$ cat src/rtl/lui_pkg.sv
package lui_pkg;
  localparam int INSTR_W = 32;
  localparam int OP_W    = 6;
  localparam int REG_W   = 5;
  // port-numbered top bit of each big-endian field
  localparam int OP_HI   = INSTR_W - 1;
  localparam int RS1_HI  = OP_HI - OP_W;
  localparam int MID_HI  = RS1_HI - REG_W;

  typedef enum logic [2:0] {
    CL_NONE,
    CL_LOAD,
    CL_STORE,
    CL_ALUR,
    CL_ALUI,
    CL_BRANCH
  } opclass_e;
endpackage

$ cat src/rtl/hzd_opclass.sv
module hzd_opclass
  import lui_pkg::*;
#(
  parameter logic [OP_W-1:0] OP_LOAD   = 6'h23,
  parameter logic [OP_W-1:0] OP_STORE  = 6'h2B,
  parameter logic [OP_W-1:0] OP_ALUR   = 6'h01,
  parameter logic [OP_W-1:0] OP_ALUI   = 6'h08,
  parameter logic [OP_W-1:0] OP_BRANCH = 6'h04
) (
  input  logic [OP_W-1:0] op,
  output opclass_e        cls
);
  always_comb begin
    if (op == OP_LOAD)        cls = CL_LOAD;
    else if (op == OP_STORE)  cls = CL_STORE;
    else if (op == OP_ALUR)   cls = CL_ALUR;
    else if (op == OP_ALUI)   cls = CL_ALUI;
    else if (op == OP_BRANCH) cls = CL_BRANCH;
    else                      cls = CL_NONE;
  end
endmodule

$ cat src/rtl/hzd_match.sv
module hzd_match
  import lui_pkg::*;
(
  input  logic             prod_valid,
  input  opclass_e         prod_cls,
  input  logic [REG_W-1:0] prod_rt,
  input  logic             cons_valid,
  input  opclass_e         cons_cls,
  input  logic [REG_W-1:0] cons_rs1,
  input  logic [REG_W-1:0] cons_mid,
  output logic             hit
);
  logic live;
  logic rs1_eq;
  logic mid_eq;

  always_comb begin
    live   = prod_valid && cons_valid && (prod_cls == CL_LOAD) && (prod_rt != '0);
    rs1_eq = (cons_rs1 == prod_rt);
    mid_eq = (cons_mid == prod_rt);
    unique case (cons_cls)
      CL_ALUR:                                hit = live && (rs1_eq || mid_eq);
      CL_LOAD, CL_STORE, CL_ALUI, CL_BRANCH:  hit = live && rs1_eq;
      default:                                hit = 1'b0;
    endcase
  end
endmodule

$ cat src/rtl/hzd_idex_reg.sv
module hzd_idex_reg
  import lui_pkg::*;
(
  input  logic               clk,
  input  logic               rst_n,
  input  logic               kill,
  input  logic [INSTR_W-1:0] in_word,
  input  logic               in_valid,
  output logic [INSTR_W-1:0] out_word,
  output logic               out_valid
);
  always_ff @(posedge clk) begin
    if (!rst_n) begin
      out_word  <= '0;
      out_valid <= 1'b0;
    end else if (kill) begin
      out_word  <= {{OP_W{1'b0}}, in_word[RS1_HI:0]};
      out_valid <= 1'b0;
    end else begin
      out_word  <= in_word;
      out_valid <= in_valid;
    end
  end
endmodule

$ cat src/rtl/load_use_interlock.sv
module load_use_interlock
  import lui_pkg::*;
#(
  parameter logic [OP_W-1:0] OP_LOAD   = 6'h23,
  parameter logic [OP_W-1:0] OP_STORE  = 6'h2B,
  parameter logic [OP_W-1:0] OP_ALUR   = 6'h01,
  parameter logic [OP_W-1:0] OP_ALUI   = 6'h08,
  parameter logic [OP_W-1:0] OP_BRANCH = 6'h04
) (
  input  logic               clk,
  input  logic               rst_n,
  input  logic [INSTR_W-1:0] ifid_instr,
  input  logic               ifid_valid,
  output logic [INSTR_W-1:0] idex_instr,
  output logic               idex_valid,
  output logic               stall,
  output logic               bubble,
  output logic               pc_we,
  output logic               ifid_we
);
  localparam int NSLOT = 2;  // slot 0: EX producer, slot 1: ID consumer

  logic [INSTR_W-1:0] slot_word [NSLOT];
  opclass_e           slot_cls  [NSLOT];
  logic [INSTR_W-1:0] q_word;
  logic               q_valid;
  logic               hit;

  assign slot_word[0] = q_word;
  assign slot_word[1] = ifid_instr;

  for (genvar s = 0; s < NSLOT; s++) begin : g_cls
    hzd_opclass #(
      .OP_LOAD(OP_LOAD), .OP_STORE(OP_STORE), .OP_ALUR(OP_ALUR),
      .OP_ALUI(OP_ALUI), .OP_BRANCH(OP_BRANCH)
    ) u_cls (
      .op  (slot_word[s][OP_HI -: OP_W]),
      .cls (slot_cls[s])
    );
  end

  hzd_match u_match (
    .prod_valid (q_valid),
    .prod_cls   (slot_cls[0]),
    .prod_rt    (q_word[MID_HI -: REG_W]),
    .cons_valid (ifid_valid),
    .cons_cls   (slot_cls[1]),
    .cons_rs1   (ifid_instr[RS1_HI -: REG_W]),
    .cons_mid   (ifid_instr[MID_HI -: REG_W]),
    .hit        (hit)
  );

  hzd_idex_reg u_idex (
    .clk       (clk),
    .rst_n     (rst_n),
    .kill      (hit),
    .in_word   (ifid_instr),
    .in_valid  (ifid_valid),
    .out_word  (q_word),
    .out_valid (q_valid)
  );

  assign idex_instr = q_word;
  assign idex_valid = q_valid;
  assign stall      = hit;
  assign bubble     = hit;
  assign pc_we      = !hit;
  assign ifid_we    = !hit;
endmodule

$ cat config.mk
export PLATFORM = sky130hd
export DESIGN_NAME = load_use_interlock
export DESIGN_NICKNAME = d
export VERILOG_FILES = /design/src/rtl/lui_pkg.sv /design/src/rtl/hzd_opclass.sv /design/src/rtl/hzd_match.sv /design/src/rtl/hzd_idex_reg.sv /design/src/rtl/load_use_interlock.sv
export SDC_FILE = /design/constraint.sdc
export NUM_CORES = 1
export LEC_CHECK = 0
export ABC_AREA = 0
export BUFFER_PORTS_ARGS = -buffer_cell sky130_fd_sc_hd__buf_2
export CORE_MARGIN = 2
export CORE_UTILIZATION = 44
export CTS_BUF_LIST = sky130_fd_sc_hd__clkbuf_16
export CTS_CLUSTER_DIAMETER = 30
export DETAILED_ROUTE_END_ITERATION = 8
export GPL_ROUTABILITY_DRIVEN = 0
export PLACE_DENSITY = 0.9
export RECOVER_POWER = 100
export SLEW_MARGIN = 20
export SYNTH_ARGS = -nofsm -noshare
export SYNTH_HDL_FRONTEND = slang
export SYNTH_SLANG_ARGS = --single-unit
$ cat constraint.sdc
create_clock -name clk -period 2.32 [get_ports clk]
set_input_delay 0.348 -clock clk [delete_from_list [all_inputs] [get_ports clk]]
set_output_delay 0.348 -clock clk [all_outputs]
set_load 0.02 [all_outputs]
==> impl_metrics.csv <==
group,metric,value,unit
global_routing,grt_pass1_vias,861,
sta,setup_tns,0,ns
worst_setup_path,required,1.97,ns
min_path,hold_depth,2,
pwr,cellInternalPower,1040,uW
global_routing,grt_max_degree,34,
sta,drv_slew,0,
sta,final.setup_skew,0.00235,ns
placed_design,dp.cells,196,
sta,holdWs,0.282,ns
sta,clock.fmax,0.472,GHz
worst_setup_path,critPathLaunch,"u_idex.out_word[19]",
sta,fin_crit,2.12,ns
floorplan,coreArea,2430,sq um
cells_and_area,n_antenna_cell,0,
sta,slew_headroom,0.367,
yosys,ys_types,24,
clocking,postCtsSetupRepairBufs,0,
min_path,whs_endpoint,"u_idex.out_word[5]",
worst_setup_path,r2r_slack,0.77,ns
clocking,clock_sinks,33,
pwr,finalPower,1350,uW
yosys,seq_area_frac_synth,0.595,
yosys,synth.ff_latch_count,33,
sta,tightestPinTransition,0.949,ns
sta,period_share,0.913,
floorplan,rows,18,
clocking,clk_pin_slew,0.05,ns
clocking,holdBufCountCts,0,
floorplan,die_h,54.3,um
cells_and_area,layout-drive-gt1-share,0.259,
min_path,worst_hold_startpoint,"ifid_instr[5]",
sta,rsz0062_at_grt,"false",
sta,finalSetupViolCount,0,
floorplan,start_util,0.457,
pwr,seqPwrFrac,0.454,
placed_design,io_buffers,71,
yosys,syn_nets,135,
cells_and_area,fin_cells,204,
drt,drtIter0Drc,10,
cells_and_area,num-fill-cells,233,
run_status,run_status,"completed",
global_routing,grt_pass1_wl,3660,um
global_routing,grt.total_usage,0.182,
min_path,worstHoldPathType,"input pin to register",
worst_setup_path,end_kind,"output pin",
worst_setup_path,timing.rr.end,"u_idex.out_valid",
worst_setup_path,arrival,1.77,ns
pwr,p_sw_frac,0.227,
yosys,syn_inst,100,
drt,wirelength,2510,um
global_routing,antenna_found_initial,0,
floorplan,die_area,2940,sq um
clocking,clock_latency,0.27,ns
cells_and_area,layout_common_cells,"clkbuf_1, buf_2, dfxtp_1, and2_1, and2_0",
pwr,p_leak,0.000696,uW
floorplan,die_w,54.3,um
pwr,vdd.ir_drop.worst,574,uV
placed_design,detailed_place_hpwl,1930,um
worst_setup_path,startpoint_type,"register",
drt,vias_per_cell,4.58,
clocking,cts_buffer_depth,2,
clocking,cts_buffers,5,
yosys,synth_area_per_cell,11.1,sq um
floorplan,ioPinCount,72,
pwr,clkPwrFrac,0.439,
pwr,comb_power_share,0.107,
sta,finalHoldViolCount,0,
flow_run,cap_violations,0,
worst_setup_path,reg2reg_from,"u_idex.out_word[19]",
cells_and_area,final_common_cell,"clkbuf_1",
global_routing,grt_overflow_total,0,
worst_setup_path,path_class,"register to output pin",
drt,wl_per_cell,12.3,um
clocking,cts-root-buf,"clkbuf_16",
pwr,switching_power,307,uW
cells_and_area,fin_nets,208,
yosys,synth_area,1110,sq um
worst_setup_path,crit_fanout,9,
drt,via_count,934,
drt,firstDrtPassIters,4,
clocking,cts_tree,"built",
worst_setup_path,r2r_cells,5,
drt,drc,0,
cells_and_area,area_growth,41.3,%
clocking,htree_levels,2,
yosys,yosys_warnings,0,
drt,ant_nets,0,
clocking,cts-resized-gates,0,
pwr,power_density,861,nW/um^2
routing by layer:
metal / share of wire / track usage / up-vias
met2: 0.54 / 0.317 / 38
met5: 0 / 0 / -
met4: 0.0076 / 0.0875 / 0
met3: 0.089 / 0.0929 / 2
met1: 0.37 / 0.176 / 422
li1: - / - / 472
stage by stage:
stage	util	setup slack (ns)	area (sq um)
finish	0.646	0.202	1570
global route	0.646	0.105	1570
CTS	0.664	0.235	1620
detailed placement	0.608	0.352	1480
global placement	0.608	0.438	1480
floorplan	-	0.359	1110
power by group through the flow:
stage | clock, uW | combinational (uW) | sequential [uW]
CTS | 606 | 156 | 613
global route | 629 | 159 | 617
finish | 593 | 145 | 614
detailed placement | 0 | 155 | 624
floorplan | 0 | 44.2 | 662
global placement | 0 | 150 | 623
registers in the layout, summed over array words and instances, names as in the netlist:
name / cells
u_idex.out_valid: 1
u_idex.out_word: 32
cell families after synthesis:
kind of cell / after synthesis / share of synthesized area
compound gates: 3 / 0.0236
xor+xnor: 11 / 0.0867
buf+inv: 6 / 0.0270
flops: 33 / 0.595
simple gates: 47 / 0.268
critical path, cell delays in order (launching register included):
cell and delay, ns:
dfxtp_1 0.36, or4_1 0.51, nor2_1 0.14, nor4_2 0.07, o211ai_2 0.16, clkbuf_1 0.27
synthesized netlist by cell type:
cell type / count / area (sq um)
nor3b_1: 1 / 7.51
nor3_1: 2 / 10.0
nand2_1: 1 / 3.75
and2_1: 26 / 163
o31a_1: 1 / 8.76
and2_2: 1 / 7.51
nor2_1: 1 / 3.75
o211ai_2: 1 / 12.5
nor4_2: 1 / 12.5
nand4b_1: 1 / 8.76
or4_1: 1 / 7.51
inv_2: 1 / 3.75
nor4_1: 1 / 6.26
dfxtp_1: 33 / 661
and3_1: 6 / 37.5
nand3b_1: 1 / 7.51
xnor2_1: 6 / 52.6
nand3_1: 2 / 10.0
xor2_1: 5 / 43.8
or3_1: 1 / 6.26
o21ai_1: 1 / 5.00
clkbuf_1: 3 / 11.3
buf_4: 2 / 15.0
nand4_1: 1 / 6.26
area by class of cell:
class / instances / area, sq um / share of cell area
sequential: 33 / 661 / 0.421
multi-input combinational: 61 / 420 / 0.268
timing repair buffer: 71 / 310 / 0.198
clock buffer: 5 / 125 / 0.0797
tap: 30 / 37.5 / 0.0239
clock inverter: 3 / 12.5 / 0.00797
inverter: 1 / 3.75 / 0.00239
worst max-delay path by stage:
stage / cells after the start / endpoint / slack [ns]
after CTS: 5 / pc_we / 0.23
after floorplan: 6 / stall / 0.36
after detailed placement: 7 / bubble / 0.35
after global placement: 7 / bubble / 0.44
final: 5 / pc_we / 0.20
after global routing: 6 / stall / 0.11
No activity file was read; power rests on OpenSTA's default activity.
